$ cat config.mk
export PLATFORM = sky130hd
export DESIGN_NAME = nib_alu
export DESIGN_NICKNAME = d
export VERILOG_FILES = /design/src/rtl/nib_alu_pkg.sv /design/src/rtl/nib_alu_dp.sv /design/src/rtl/nib_alu_flags.sv /design/src/rtl/nib_alu.sv
export SDC_FILE = /design/constraint.sdc
export NUM_CORES = 1
export LEC_CHECK = 0
export CORE_ASPECT_RATIO = 0.9
export CORE_MARGIN = 2
export CORE_UTILIZATION = 48
export DETAILED_ROUTE_END_ITERATION = 6
export PLACE_DENSITY = 0.88
export SLEW_MARGIN = 20
export SYNTH_ARGS = -nofsm -noshare
export SYNTH_HDL_FRONTEND = slang
export SYNTH_HIERARCHICAL = 1
export SYNTH_SLANG_ARGS = --single-unit
$ cat constraint.sdc
create_clock -name clk -period 3.5 [get_ports clk]
set_clock_uncertainty 0.2 [all_clocks]
set_input_delay 0.525 -clock clk [delete_from_list [all_inputs] [get_ports clk]]
set_output_delay 0.525 -clock clk [all_outputs]
set_load 0.005 [all_outputs]
$ cat src/rtl/nib_alu_pkg.sv
package nib_alu_pkg;
  localparam int OP_W = 4;

  typedef enum logic [OP_W-1:0] {
    OP_ADDM = 4'd0,
    OP_ADDI = 4'd1,
    OP_ADDP = 4'd2,
    OP_ADDC = 4'd3,
    OP_SUBR = 4'd4,
    OP_INCM = 4'd5,
    OP_DECM = 4'd6,
    OP_AND  = 4'd7,
    OP_OR   = 4'd8,
    OP_XOR  = 4'd9,
    OP_TSTB = 4'd10,
    OP_MOVE = 4'd11,
    OP_CLRC = 4'd12,
    OP_SETC = 4'd13,
    OP_TSTC = 4'd14,
    OP_NOP  = 4'd15
  } alu_op_e;
endpackage

$ cat src/rtl/nib_alu_dp.sv
module nib_alu_dp
  import nib_alu_pkg::*;
#(
  parameter int W  = 4,
  localparam int BW = (W > 1) ? $clog2(W) : 1
) (
  input  logic [OP_W-1:0] op,
  input  logic [W-1:0]    acc,
  input  logic [W-1:0]    mem,
  input  logic [W-1:0]    imm,
  input  logic [W-1:0]    ptr,
  input  logic [BW-1:0]   bit_sel,
  input  logic            cf_in,
  output logic [W-1:0]    res,
  output logic            cy,
  output logic            zero,
  output logic            tbit
);
  // One adder serves every arithmetic case; subtraction is x + ~y + ci,
  // whose carry out means "no borrow".
  function automatic logic [W:0] add_cy(input logic [W-1:0] x,
                                        input logic [W-1:0] y,
                                        input logic ci);
    return {1'b0, x} + {1'b0, y} + {{W{1'b0}}, ci};
  endfunction

  alu_op_e opc;
  logic [W:0] wide;

  assign opc = alu_op_e'(op);

  always_comb begin
    case (opc)
      OP_ADDM: wide = add_cy(acc, mem, 1'b0);
      OP_ADDI: wide = add_cy(acc, imm, 1'b0);
      OP_ADDP: wide = add_cy(ptr, imm, 1'b0);
      OP_ADDC: wide = add_cy(acc, mem, cf_in);
      OP_SUBR: wide = add_cy(mem, ~acc, cf_in);
      OP_INCM: wide = add_cy(mem, '0, 1'b1);
      OP_DECM: wide = add_cy(mem, '1, 1'b0);
      OP_AND:  wide = {1'b0, acc & mem};
      OP_OR:   wide = {1'b0, acc | mem};
      OP_XOR:  wide = {1'b0, acc ^ mem};
      OP_MOVE: wide = {1'b0, mem};
      default: wide = {1'b0, acc};
    endcase
  end

  assign res  = wide[W-1:0];
  assign cy   = wide[W];
  assign zero = (wide[W-1:0] == '0);
  assign tbit = mem[bit_sel];
endmodule

$ cat src/rtl/nib_alu_flags.sv
module nib_alu_flags
  import nib_alu_pkg::*;
(
  input  logic            clk,
  input  logic            rst_n,
  input  logic            exec_en,
  input  logic [OP_W-1:0] op,
  input  logic            cy,
  input  logic            zero,
  input  logic            tbit,
  output logic            cf,
  output logic            sf
);
  alu_op_e opc;
  logic cf_nx, sf_nx;

  assign opc = alu_op_e'(op);

  always_comb begin
    cf_nx = cf;
    sf_nx = sf;
    case (opc)
      OP_ADDM, OP_ADDI, OP_ADDP, OP_INCM: sf_nx = ~cy;
      OP_ADDC: begin cf_nx = cy;   sf_nx = ~cy;  end
      OP_SUBR: begin cf_nx = cy;   sf_nx = cy;   end
      OP_DECM: sf_nx = cy;
      OP_AND, OP_OR, OP_XOR: sf_nx = ~zero;
      OP_TSTB: sf_nx = ~tbit;
      OP_MOVE: sf_nx = 1'b1;
      OP_CLRC: begin cf_nx = 1'b0; sf_nx = 1'b1; end
      OP_SETC: begin cf_nx = 1'b1; sf_nx = 1'b1; end
      OP_TSTC: sf_nx = cf;
      default: ;
    endcase
  end

  always_ff @(posedge clk or negedge rst_n) begin
    if (!rst_n) begin
      cf <= 1'b0;
      sf <= 1'b1;
    end else if (exec_en) begin
      cf <= cf_nx;
      sf <= sf_nx;
    end
  end

  a_r1_reset_flags: assert property (@(posedge clk)
    $rose(rst_n) |-> (cf == 1'b0 && sf == 1'b1));

  a_r2_idle_hold: assert property (@(posedge clk) disable iff (!rst_n)
    !exec_en |=> ($stable(cf) && $stable(sf)));

  a_r5_addc_inverse: assert property (@(posedge clk) disable iff (!rst_n)
    (exec_en && opc == OP_ADDC) |=> (sf != cf));

  a_r6_subr_equal: assert property (@(posedge clk) disable iff (!rst_n)
    (exec_en && opc == OP_SUBR) |=> (sf == cf));

  // carry flag untouched
  a_r7_cf_kept: assert property (@(posedge clk) disable iff (!rst_n)
    (exec_en && !(opc inside {OP_ADDC, OP_SUBR, OP_CLRC, OP_SETC}))
      |=> $stable(cf));

  a_r10_move_sf: assert property (@(posedge clk) disable iff (!rst_n)
    (exec_en && opc == OP_MOVE) |=> sf);

  a_r11_setc: assert property (@(posedge clk) disable iff (!rst_n)
    (exec_en && opc == OP_SETC) |=> (cf && sf));

  a_r11_clrc: assert property (@(posedge clk) disable iff (!rst_n)
    (exec_en && opc == OP_CLRC) |=> (!cf && sf));

  a_r12_copy_cf: assert property (@(posedge clk) disable iff (!rst_n)
    (exec_en && opc == OP_TSTC) |=> (sf == $past(cf)));

  a_r12_nop_hold: assert property (@(posedge clk) disable iff (!rst_n)
    (exec_en && opc == OP_NOP) |=> ($stable(cf) && $stable(sf)));
endmodule

$ cat src/rtl/nib_alu.sv
module nib_alu
  import nib_alu_pkg::*;
#(
  parameter int W  = 4,
  localparam int BW = (W > 1) ? $clog2(W) : 1
) (
  input  logic            clk,
  input  logic            rst_n,
  input  logic            exec_en,
  input  logic [OP_W-1:0] op,
  input  logic [W-1:0]    acc,
  input  logic [W-1:0]    mem,
  input  logic [W-1:0]    imm,
  input  logic [W-1:0]    ptr,
  input  logic [BW-1:0]   bit_sel,
  output logic [W-1:0]    res,
  output logic            cf,
  output logic            sf
);
  logic dp_cy, dp_zero, dp_tbit;

  nib_alu_dp #(.W(W)) u_dp (
    .op      (op),
    .acc     (acc),
    .mem     (mem),
    .imm     (imm),
    .ptr     (ptr),
    .bit_sel (bit_sel),
    .cf_in   (cf),
    .res     (res),
    .cy      (dp_cy),
    .zero    (dp_zero),
    .tbit    (dp_tbit)
  );

  nib_alu_flags u_flags (
    .clk     (clk),
    .rst_n   (rst_n),
    .exec_en (exec_en),
    .op      (op),
    .cy      (dp_cy),
    .zero    (dp_zero),
    .tbit    (dp_tbit),
    .cf      (cf),
    .sf      (sf)
  );

  a_r8_and_result: assert property (@(posedge clk) disable iff (!rst_n)
    (op == 4'd7) |-> ((res & ~acc) == '0 && (res & ~mem) == '0));
endmodule

; ---- Word level (Yosys, flattened, before mapping)
; Index checks and enable logic that the tools add are counted.
[word_totals]
word_cells = 48
register_bits = 2
[op_classes]
addsub = 8
n_bitwise = 7
order_cmp = 1
muxes = 5
reduce_logical = 11
n_eq_ne = 14
[op_table]
columns = cell, count
row1 = one-hot mux 5 bit (11 select lines), 1
row2 = "equality test 4 bit, second input constant", 7
row3 = adder 4 x 4 -> 5 bit, 4
row4 = "equality test 4 x 3 -> 1 bit, second input constant", 4
row5 = adder 5 x 1 -> 5 bit, 2
row6 = "equality test 4 x 2 -> 1 bit, second input constant", 2
row7 = logical NOT 4 bit, 2
row8 = one-hot mux 1 bit (6 select lines), 1
row9 = nonzero test 6 bit, 1
row10 = OR reduction 3 bit, 2
row11 = "adder 4 x 1 -> 5 bit, second input constant", 1
row12 = "adder 4 x 4 -> 5 bit, second input constant", 1
row13 = OR reduction 5 bit, 1
row14 = bitwise AND 4 bit, 1
row15 = "equality test 4 x 1 -> 1 bit, second input constant", 1
row16 = inverter 4 bit, 1
row17 = bitwise OR 4 bit, 1
row18 = AND reduction 2 bit, 2
row19 = OR reduction 2 bit, 2
row20 = XOR 4 bit, 1
row21 = "< comparator 2 x 3 -> 1 bit, second input constant", 1
row22 = inverter 1 bit, 3
row23 = one-hot mux 1 bit (3 select lines), 1
row24 = nonzero test 3 bit, 1
row25 = other kinds (2), 2

; ---- Depth between registers and ports, before layout
[depth]
word_depth = 7
mapped_depth = 20
mapped_depth_nobuf = 17

; ---- By module
; The synthesis kept the hierarchy.
[by_module_without_submodules]
columns = module, area_each_um2, cells_per_inst, instances, seq_area_each_um2
row1 = nib_alu_dp, 1287.5, 182, 1, 0.0
row2 = nib_alu_flags, 251.5, 29, 1, 51.3

; ---- Worst setup path after synthesis
; Ideal clock, no wire load.
[synth_path]
path_kind = in2reg
startpoint = in op[2]
endpoint = reg u_flags.sf
setup_slack_ns = -0.430
required_time_ns = 3.211
cell_stages = 19
arrival_ns = 3.641
cell_sequence = buf_2 > clkbuf_1 > nor2_1 > and2_1 > clkbuf_1 > nand2_1 > o21ai_1 > ha_1 > inv_1 > fa_1 > o21ai_0 > a21oi_1 > a221oi_1 > o32a_1 > nor4_2 > nor2b_1 > a2111oi_4 > a211oi_1 > a31oi_1
[synth_via]
elab_chain_len = 5
word_cells_on_any_way = 26
cone_classes = eq/ne (14) / mux (2) / bitwise (2) / reduce/logical (8)
[synth_rtl]
columns = element, line
row1 = start: declaration, nib_alu.sv:10  ; input logic [OP_W-1:0] op,
row2 = "equality test 4 bit, or another cell as far along", nib_alu_dp.sv:33  ; case (opc)
row3 = one-hot mux 5 bit (11 select lines) (*), nib_alu_dp.sv:33
row4 = named net res[1], nib_alu.sv:16  ; output logic [W-1:0] res,
row5 = logical NOT 4 bit (*), nib_alu_dp.sv:51  ; assign zero = (wide[W-1:0] == '0);
row6 = named net dp_zero, nib_alu.sv:20  ; logic dp_cy, dp_zero, dp_tbit;
row7 = inverter 1 bit (*), nib_alu_flags.sv:27  ; OP_AND, OP_OR, OP_XOR: sf_nx = ~zero;
row8 = one-hot mux 1 bit (6 select lines) (*), nib_alu_flags.sv:22  ; case (opc)
row9 = end signal: assignment, nib_alu_flags.sv:43  ; sf <= sf_nx;
row10 = end: declaration, nib_alu_flags.sv:12  ; output logic sf
; Mark *: on every way through the listed nets, which the timed path passes. The rest lies on a longest branch.
; A chain may end at the register's enable or synchronous reset.

; ---- Worst setup path in the final report
[layout_path]
startpoint = in op[1]
endpoint = reg u_flags.sf
[layout_via]
elab_chain_len = 5
word_cells_on_any_way = 26
cone_classes = eq/ne (14) / mux (2) / bitwise (2) / reduce/logical (8)
[layout_rtl]
columns = element, line
row1 = "equality test 4 bit, or another cell as far along", nib_alu_dp.sv:33
row2 = one-hot mux 5 bit (11 select lines) (*), nib_alu_dp.sv:33
row3 = logical NOT 4 bit (*), nib_alu_dp.sv:51
row4 = named net dp_zero, nib_alu.sv:20
row5 = inverter 1 bit (*), nib_alu_flags.sv:27
row6 = one-hot mux 1 bit (6 select lines) (*), nib_alu_flags.sv:22
; Marks and branches as above.

==> insert_results.sql <==
INSERT INTO impl_metrics (metric_group, metric, value, unit) VALUES
('logic_synthesis', 'syn_nets', '258', ''),
('pwr', 'power.density_cell_area', '206', 'mW/mm^2'),
('clock_network', 'cts-buffers-inserted', '3', ''),
('floorplan', 'die_w', '63.7', 'microns'),
('worst_setup_path', 'worstPathCellList', 'buf_6 > and2b_1 > and2_4 > buf_12 > a21o_1 > buf_6 > ha_4 > nand3_2 > and3_1 > o21a_1 > nand4bb_1 > a211o_1 > nor4_4 > nor2b_4 > a2111oi_4 > a211oi_2 > a31oi_1', ''),
('clock_network', 'clock_sink_count', '2', ''),
('floorplan', 'die_h', '57.7', 'microns'),
('timing', 'hold_viol_final', '0', ''),
('worst_setup_path', 'worst-r2r-setup-slack', '0.21', 'ns'),
('global_routing', 'grt_pass1_vias', '1987', ''),
('logic_synthesis', 'synth-warning-count', '6', ''),
('floorplan', 'core_footprint', '0.00307', 'sq mm'),
('routing', 'drc', '0', ''),
('final_layout', 'drive_above_1_share', '40.7', '%'),
('placed_design', 'port_buffer_count', '30', ''),
('global_routing', 'grt_overflow', '0', ''),
('logic_synthesis', 'postSynthCellCount', '211', ''),
('worst_setup_path', 'critical-path-top-cell-by-count', 'buf_6', ''),
('floorplan', 'die_area', '0.00368', 'sq mm'),
('clock_network', 'clk_transition_reported_paths', '0.04', 'ns'),
('placed_design', 'placed_area', '0.00219', 'sq mm'),
('timing', 'grt_setup_unrepaired', 'yes', ''),
('routing', 'vias', '2185', ''),
('routing', 'dr_wl_met2', '3.05', 'mm'),
('timing', 'tns', '-0.358', 'ns'),
('routing', 'highest-signal-layer', 'met4', ''),
('placed_design', 'routabilityCongestion', '1.04', ''),
('clock_network', 'bufs_on_longest_clock_path', '2', ''),
('logic_synthesis', 'synth_area_leaders', 'ha_1 15%, a21oi_1 6.5%, fa_1 3.9%', ''),
('floorplan', 'starting_density_of_the_core', '50.2', '%'),
('global_routing', 'grt_max_degree', '35', ''),
('worst_setup_path', 'timing.critical_path.slowest_stage_cell', 'a211o_1', ''),
('pwr', 'irDropWorstVdd', '0.000153', 'V'),
('timing', 'finalHoldWorstSlack', '0.268', 'ns'),
('clock_network', 'tritoncts', 'yes', ''),
('floorplan', 'ioPinCount', '31', ''),
('outcome', 'failing_checks', 'setup timing', ''),
('outcome', 'status', 'finished with violations', ''),
('global_routing', 'grt_first_pass_wirelength', '9.18', 'mm'),
('worst_setup_path', 'cp-end-kind', 'flop', ''),
('logic_synthesis', 'post_synthesis_cell_type_count', '59', ''),
('logic_synthesis', 'netlist.top_cell.by_area', 'ha_1', ''),
('global_routing', 'initial_antenna_violation_count', '0', ''),
('timing', 'timing.slew.headroom', '71.0', '%'),
('timing', 'post-route-worst-setup-slack', '-0.100', 'ns'),
('routing', 'finalWirelength', '6.87', 'mm'),
('logic_synthesis', 'synth_top_flop_cell', 'dfstp_2', ''),
('logic_synthesis', 'post-synth-top-area-fraction', '15.4', '%'),
('worst_hold_path', 'hold_path_class', 'in2async', ''),
('clock_network', 'cts_htree_levels', '1', ''),
('pwr', 'leakagePower', '1.09', 'nW'),
('final_layout', 'nets', '338', ''),
('logic_synthesis', 'synth_enable_flop_cells', '0', ''),
('worst_setup_path', 'worst_path_largest_cell_delay', '0.38', 'ns'),
('routing', 'dr_wl_met3', '784', 'microns'),
('routing', 'drt_pass1_iterations', '5', ''),
('timing', 'layout_worst_path_cycle_share', '103', '%'),
('logic_synthesis', 'asyncSetResetFlopFracSynth', '100', '%'),
('timing', 'setup_viol', '4', ''),
('timing', 'finalCriticalPeriod', '3.60', 'ns'),
('logic_synthesis', 'netlist_area', '0.00154', 'sq mm'),
('global_routing', 'track_usage', '31.8', '%'),
('final_layout', 'design_area', '0.00251', 'sq mm'),
('logic_synthesis', 'synth-seq-area-share', '3.33', '%'),
('timing', 'fmaxAchievable', '0.278', 'GHz'),
('worst_setup_path', 'worst_ep_required_time', '3.44', 'ns'),
('timing', 'timing_worst_slew_pin_value', '0.431', 'ns'),
('logic_synthesis', 'synthTopCellsByCount', '20 x a21oi_1, 19 x ha_1, 14 x inv_1, 12 x o21ai_0, 10 x nand2_1', ''),
('routing', 'avgRoutedWirePerCell', '20.7', 'microns'),
('run', 'max_cap_violations', '0', ''),
('final_layout', 'areaGrowthSynthToFinish', '62.8', '%');
worst max-delay path, delay by kind of cell:
kind | cells | cell delay [ns]
adders and majority gates | 1 | 0.25
and+or+nand+nor | 7 | 1.25
AOI/OAI and AO/OA | 6 | 1.13
buffers and inverters | 3 | 0.35
routing by layer:
metal / vias to the layer above / GRT usage, %
met1: 999 / 39.7
met5: - / 0
met2: 187 / 53.5
met4: 0 / 11.2
li1: 947 / -
met3: 52 / 8.35
flip-flops by register name, indices dropped and copies added, names as in the netlist:
register and cells:
u_flags/cf 1, u_flags/sf 1
logic make-up (layout without fill, tap and decap cells):
kind of cell	Yosys count	after routing	share of synthesized area, %
buf+inv	31	110	9.02
xor+xnor	9	9	5.12
flops	2	2	3.33
fa+ha+maj	22	22	19.3
compound gates	76	76	33.0
simple gates	63	63	24.1
mux	8	8	6.10
area by class of cell:
cell class	instances	area, sq um
Fill cell	163	561
Clock buffer	4	26.3
Tap cell	42	52.6
Sequential cell	2	51.3
Timing Repair Buffer	87	737
Multi-Input combinational cell	178	1570
Inverter	19	71.3
timing repair:
action / 4_1_cts / 5_1_grt
pin swaps: 27 / 19
endpoints found under the setup margin: 5 / 4
resized for setup: 60 / 19
buffers inserted: 10 / 1
hold buffers: 0 / 0
path summary, 6_finish.rpt:
path | from | endpoint | depth (start not counted)
setup / recovery | op[1] | u_flags/sf | 17
hold / removal | rst_n | u_flags/cf | 1
setup reg to reg | u_flags/cf | u_flags/sf | 15
hold reg to reg | u_flags/sf | u_flags/sf | 2
max in group asynchronous | rst_n | u_flags/sf | 1
min in group clk | u_flags/sf | u_flags/sf | 2
per-stage QoR:
stage | setup slack [ns] | total power [mW] | instances | util [%]
2_1_floorplan | -0.161 | 0.212 | 211 | -
3_3_place_gp | -0.671 | 0.353 | 318 | 71.5
3_5_place_dp | -0.725 | 0.362 | 318 | 71.5
4_1_cts | -0.0153 | 0.455 | 331 | 78.5
5_1_grt | -0.162 | 0.538 | 332 | 81.7
6_report | -0.100 | 0.515 | 332 | 81.7
cell usage in the layout (no fill, tap or decap), drive strengths merged, types with 7 or more instances in the layout:
| cell | count |
|---|---|
| nor3 | 8 |
| nand2 | 10 |
| a21oi | 20 |
| ha | 19 |
| inv | 19 |
| nor2 | 7 |
| clkdlybuf4s50 | 18 |
| o21ai | 19 |
| buf | 63 |
power by group:
part	switching (mW)	leakage (nW)	internal [mW]	total (mW)
clock	0.0169	0.0150	0.0425	0.0595
combinational	0.216	1.05	0.209	0.425
sequential	0.00228	0.0222	0.0288	0.0311
No activity file was read; power rests on OpenSTA's default activity.
